[src/rtl/irq_ack_unit.sv]
module irq_ack_unit #(
  parameter int N_SRC    = 32,
  parameter int N_CPU    = 4,
  parameter int PRIO_W   = 4,
  parameter int VEC_W    = 16,
  parameter int DW       = 32,
  parameter int IPI_BASE = 28,
  parameter int N_IPI    = 4,
  localparam int SW      = $clog2(N_SRC),
  localparam int CW      = (N_CPU > 1) ? $clog2(N_CPU) : 1,
  localparam int NB      = N_CPU * N_SRC
) (
  input  logic                    clk,
  input  logic                    rst_n,
  input  logic                    rd_en,
  input  logic [16:0]             rd_addr,
  output logic [DW-1:0]           rd_data,
  input  logic [NB-1:0]           raise_req,
  input  logic [N_SRC*PRIO_W-1:0] src_prio,
  input  logic [N_SRC*VEC_W-1:0]  src_vec,
  input  logic [N_SRC-1:0]        src_active,
  input  logic [N_SRC-1:0]        src_level,
  input  logic [N_SRC*N_CPU-1:0]  src_dest,
  input  logic [N_CPU*PRIO_W-1:0] task_prio,
  input  logic [VEC_W-1:0]        spur_vec,
  output logic [N_CPU-1:0]        irq_out,
  output logic [NB-1:0]           raised,
  output logic [NB-1:0]           in_service,
  output logic                    upd_valid,
  output logic [SW-1:0]           upd_src,
  output logic                    upd_act_we,
  output logic                    upd_act_val,
  output logic                    upd_pend_clr,
  output logic                    upd_dest_we,
  output logic [N_CPU-1:0]        upd_dest_val
);
  localparam logic [11:0] ACK_OFS = 12'hA0;

  logic [4:0]        cpu_sel;
  logic [CW-1:0]     cpu;
  logic              ack;
  logic              found;
  logic [SW-1:0]     best;
  logic [PRIO_W-1:0] bprio;
  logic              ok, is_edge, is_ipi, retrig;
  logic [N_CPU-1:0]  cbit, rem;
  logic [NB-1:0]     raised_d, insvc_d;
  logic [N_CPU-1:0]  irq_d;
  logic [DW-1:0]     rd_d;
  int                base;

  assign cpu_sel = rd_addr[16:12];
  assign cpu     = cpu_sel[CW-1:0];
  assign ack     = rd_en && rd_addr[11:0] == ACK_OFS && {1'b0, cpu_sel} < 6'(N_CPU);
  assign base    = int'(cpu) * N_SRC;

  always_comb begin
    found = 1'b0;
    best  = '0;
    bprio = '0;
    for (int s = 0; s < N_SRC; s++) begin
      if (raised[base + s] && (!found || src_prio[s*PRIO_W +: PRIO_W] > bprio)) begin
        found = 1'b1;
        best  = SW'(s);
        bprio = src_prio[s*PRIO_W +: PRIO_W];
      end
    end
  end

  assign ok      = src_active[best] && bprio > task_prio[int'(cpu)*PRIO_W +: PRIO_W];
  assign is_edge = !src_level[best];
  assign is_ipi  = int'(best) >= IPI_BASE && int'(best) < IPI_BASE + N_IPI;

  always_comb begin
    cbit      = '0;
    cbit[cpu] = 1'b1;
  end

  assign rem    = src_dest[int'(best)*N_CPU +: N_CPU] & ~cbit;
  assign retrig = ack && found && is_ipi && is_edge && |rem;

  always_comb begin
    raised_d = raised;
    insvc_d  = in_service;
    if (ack && found) begin
      raised_d[base + int'(best)] = 1'b0;
      if (ok) insvc_d[base + int'(best)] = 1'b1;
    end
    for (int c = 0; c < N_CPU; c++) begin
      if (retrig && rem[c]) raised_d[c*N_SRC + int'(best)] = 1'b1;
      irq_d[c] = (irq_out[c] && !(ack && cpu == CW'(c))) ||
                 |raise_req[c*N_SRC +: N_SRC] || (retrig && rem[c]);
    end
    raised_d = raised_d | raise_req;
  end

  always_comb begin
    rd_d = rd_data;
    if (ack)
      rd_d = {{(DW-VEC_W){1'b0}}, (found && ok) ? src_vec[int'(best)*VEC_W +: VEC_W] : spur_vec};
    else if (rd_en)
      rd_d = '1;
  end

  always_ff @(posedge clk or negedge rst_n) begin
    if (!rst_n) begin
      rd_data      <= '0;
      irq_out      <= '0;
      raised       <= '0;
      in_service   <= '0;
      upd_valid    <= 1'b0;
      upd_src      <= '0;
      upd_act_we   <= 1'b0;
      upd_act_val  <= 1'b0;
      upd_pend_clr <= 1'b0;
      upd_dest_we  <= 1'b0;
      upd_dest_val <= '0;
    end else begin
      rd_data      <= rd_d;
      irq_out      <= irq_d;
      raised       <= raised_d;
      in_service   <= insvc_d;
      upd_valid    <= ack && found;
      upd_src      <= (ack && found) ? best : '0;
      upd_act_we   <= ack && found && (!ok || is_edge);
      upd_act_val  <= retrig;
      upd_pend_clr <= ack && found && is_edge;
      upd_dest_we  <= ack && found && is_ipi;
      upd_dest_val <= (ack && found && is_ipi) ? rem : '0;
    end
  end
endmodule


[config.mk]
export PLATFORM = sky130hd
export DESIGN_NAME = irq_ack_unit
export DESIGN_NICKNAME = d
export VERILOG_FILES = /design/src/rtl/irq_ack_unit.sv
export SDC_FILE = /design/constraint.sdc
export NUM_CORES = 1
export LEC_CHECK = 0
export ABC_AREA = 1
export BUFFER_PORTS_ARGS = -buffer_cell sky130_fd_sc_hd__buf_2
export CAP_MARGIN = 20
export CORE_AREA = 8 8 511 513
export CTS_CLUSTER_DIAMETER = 60
export CTS_CLUSTER_SIZE = 10
export DETAILED_ROUTE_END_ITERATION = 10
export DIE_AREA = 0 0 519 521
export PLACE_DENSITY = 0.3
export SYNTH_ARGS = -nofsm -noshare
export SYNTH_HDL_FRONTEND = slang
export SYNTH_SLANG_ARGS = --single-unit
[constraint.sdc]
create_clock -name clk -period 46.5 [get_ports clk]
set_input_delay 9.3 -clock clk [delete_from_list [all_inputs] [get_ports clk]]
set_output_delay 9.3 -clock clk [all_outputs]
set_load 0.01 [all_outputs]
==> flow_metrics.tcl <==
set metrics [dict create \
    syn_to_final_growth_pct 56.8 \
    num_vias 34300 \
    grt_pass1_wl_um 335000 \
    initial_core_util_pct 10.4 \
    finalNonFillerCells 8919 \
    routed_via_density 3.85 \
    cp-start-kind "input pin" \
    grt_max_degree 87 \
    place_congestion 0.937 \
    io_buffers 1317 \
    row_count 185 \
    layout-drive-gt1-share_pct 38.6 \
    period_share_pct 93.8 \
    drt_iter0_markers 2467 \
    hp-class "reg2reg" \
    whs_path_depth 1 \
    syn_area_sq_um 26200 \
    yosysWarnings 0 \
    top_layer "met5" \
    crit_top_cell "nand2_1" \
    die_x_um 519 \
    async_flop_share_pct 100 \
    cp_max_fo 60 \
    cts_buffers 54 \
    clock_sinks 291 \
    crit_family "simple AND/OR/NAND/NOR gates" \
    routedWlPerCell_um 29.7 \
    syn_inst 4020 \
    cts_tree "done" \
    firstDrtPassIters 5 \
    worstPathArrival_ns 44.20 \
    status "complete, no violations" \
    worstSetupPathDepth 314 \
    finalCriticalPeriod_ns 43.64 \
    synth-seq-cells 291 \
    n_fill_cell 29600 \
    slew_violations 0 \
    die_area_sq_um 270000 \
    max_slew_margin_pct 27.1 \
    max_stage_delay_ns 0.41 \
    clockBufferDepth 3 \
    synth_edf_count 0 \
    critPathSlowestCell "nand4_1" \
    synth_ff_type "dfrtp_1" \
    place_hpwl_um 226000 \
    nNetsFinal 6588 \
    gr-total-overflow 0 \
    clkTransAtPathRegs_ns 0.05 \
    finalSetupViolCount 0 \
    syn_nets 5137 \
    finClkSkew_ns 0.0493 \
    max_freq_mhz 22.9 \
    crit_type "in2reg" \
    antenna_found_initial 116 \
    worstSkewPairLatency_ns 0.69 \
    cp.buffers_inverters 37 \
    placed_cells 8663 \
    grt_usage_pct 18.3 \
    ys_seq_area_share_pct 27.8 \
    synth_cell_types 59 \
    io_pins 1318 \
    grt_pass1_vias 33900 \
    drc 0 \
    wl_met1_um 122000 \
    stdcell_area_sq_um 41100 \
    htree_levels 2 \
    route.met2.wl_um 116000 \
    ant_nets 0 \
    placed_area_sq_um 36900 \
    syn-mean-instance-area_sq_um 6.52 \
    whs_ns 0.461 \
    cp.required_ns 47.06 \
    routed_wl_um 265000 \
    drv_cap 0 \
    die_h_um 521 \
    cts-root-buf "clkbuf_16" \
    finalHoldViolCount 0 \
    core_area_sq_um 253000 \
    end_kind "flip-flop" \
    r2r_cells 312 \
    wl_met3_um 17700 \
    worst_pin_slew_ns 1.09 \
]
## repair_timing
action,CTS,global route
endpoints found under the setup margin,193,290
endpoints found under the hold margin,0,0
hold buffers,0,0
cloned,0,18
setup buffers,2,100
gates resized for setup,15,331
pin swaps,2,139
## per-stage QoR
stage               setup slack [ns]  utilization (%)  TNS (ns)
floorplan                       3.72                -         0
global placement              -0.867             14.6    -79.80
detailed placement             -1.38             14.6   -210.98
CTS                           0.0210             15.4         0
global route                  -0.183             16.2    -18.59
finish                          2.86             16.3         0
## cell usage after synthesis, drive strengths merged (4+ instances only)
cell | instances | area, sq um
o21ai | 189 | 950
clkinv | 6 | 23.8
o221ai | 5 | 43.8
inv | 570 | 2140
nand4 | 177 | 1120
o31ai | 44 | 330
a221oi | 12 | 105
nand3 | 242 | 1240
o21a | 12 | 90.1
a31o | 50 | 438
nor2 | 220 | 1000
nand3b | 105 | 788
o22ai | 6 | 37.5
nor3 | 4 | 25.0
buf | 139 | 1090
a22oi | 20 | 150
o21bai | 91 | 698
ha | 105 | 1310
nor4 | 31 | 194
nand2 | 1539 | 6140
a22o | 7 | 61.3
dfrtp | 291 | 7280
a21oi | 73 | 399
clkbuf | 50 | 348
or2 | 21 | 131
## flip-flops by register name, summed over array words and instances, names as in the netlist
register / flops
upd_act_we: 1
rd_data: 17
upd_act_val: 1
upd_src: 5
upd_dest_we: 1
irq_out: 4
in_service: 128
upd_pend_clr: 1
upd_dest_val: 4
raised: 128
upd_valid: 1
## area by class of cell
cell class	instances	area, sq um	area share (%)
inverters	576	2230	5.41
well taps	3366	4210	10.2
diodes	38	95.1	0.231
clock buffers	65	1460	3.56
repair buffers	1573	9030	22.0
flip-flops and latches	291	7280	17.7
clock inverters	35	513	1.25
multi-input cells	2975	16300	39.6
## placed cells by master, fill, tap and decap left out, drive strengths merged, types with 12 or more instances in the layout
master,count
a21oi,73
a221oi,12
a22oi,20
a31o,50
buf,1567
clkbuf,71
clkinv,18
clkinvlp,16
dfrtp,291
diode,38
ha,105
inv,568
nand2,1549
nand3,243
nand3b,105
nand4,177
nor2,220
nor4,31
o21a,12
o21ai,189
o21bai,92
o31ai,44
or2,21
## logic make-up after synthesis
logic type                 Yosys count  synth area share [%]
AOI/OAI and AO/OA                  517                  12.8
adders and majority gates          105                  5.01
buffers and inverters              766                  13.8
DFF                                291                  27.8
and+or+nand+nor                   2341                  40.6
## final timing paths
kind / from / to / slack, ns
min in group asynchronous: rst_n / raised[69]$_DFF_PN0_ / 8.66
max in group asynchronous: rst_n / in_service[87]$_DFFE_PN0P_ / 35.74
max: rd_addr[12] / rd_data[2]$_DFFE_PN0P_ / 2.86
min reg2reg: in_service[23]$_DFFE_PN0P_ / in_service[23]$_DFFE_PN0P_ / 0.46
min: in_service[23]$_DFFE_PN0P_ / in_service[23]$_DFFE_PN0P_ / 0.46
max reg2reg: raised[0]$_DFF_PN0_ / rd_data[2]$_DFFE_PN0P_ / 11.32
## layer usage
layer / up-vias / GRT usage [%]
met4: 36 / 5.05
met2: 1341 / 28.9
li1: 16000 / -
met3: 302 / 4.66
met1: 16700 / 24.8
met5: - / 0
Power is left out: the tool's default activity adds up to more than one toggle a clock period on the data nets, which glitch-free logic cannot reach.
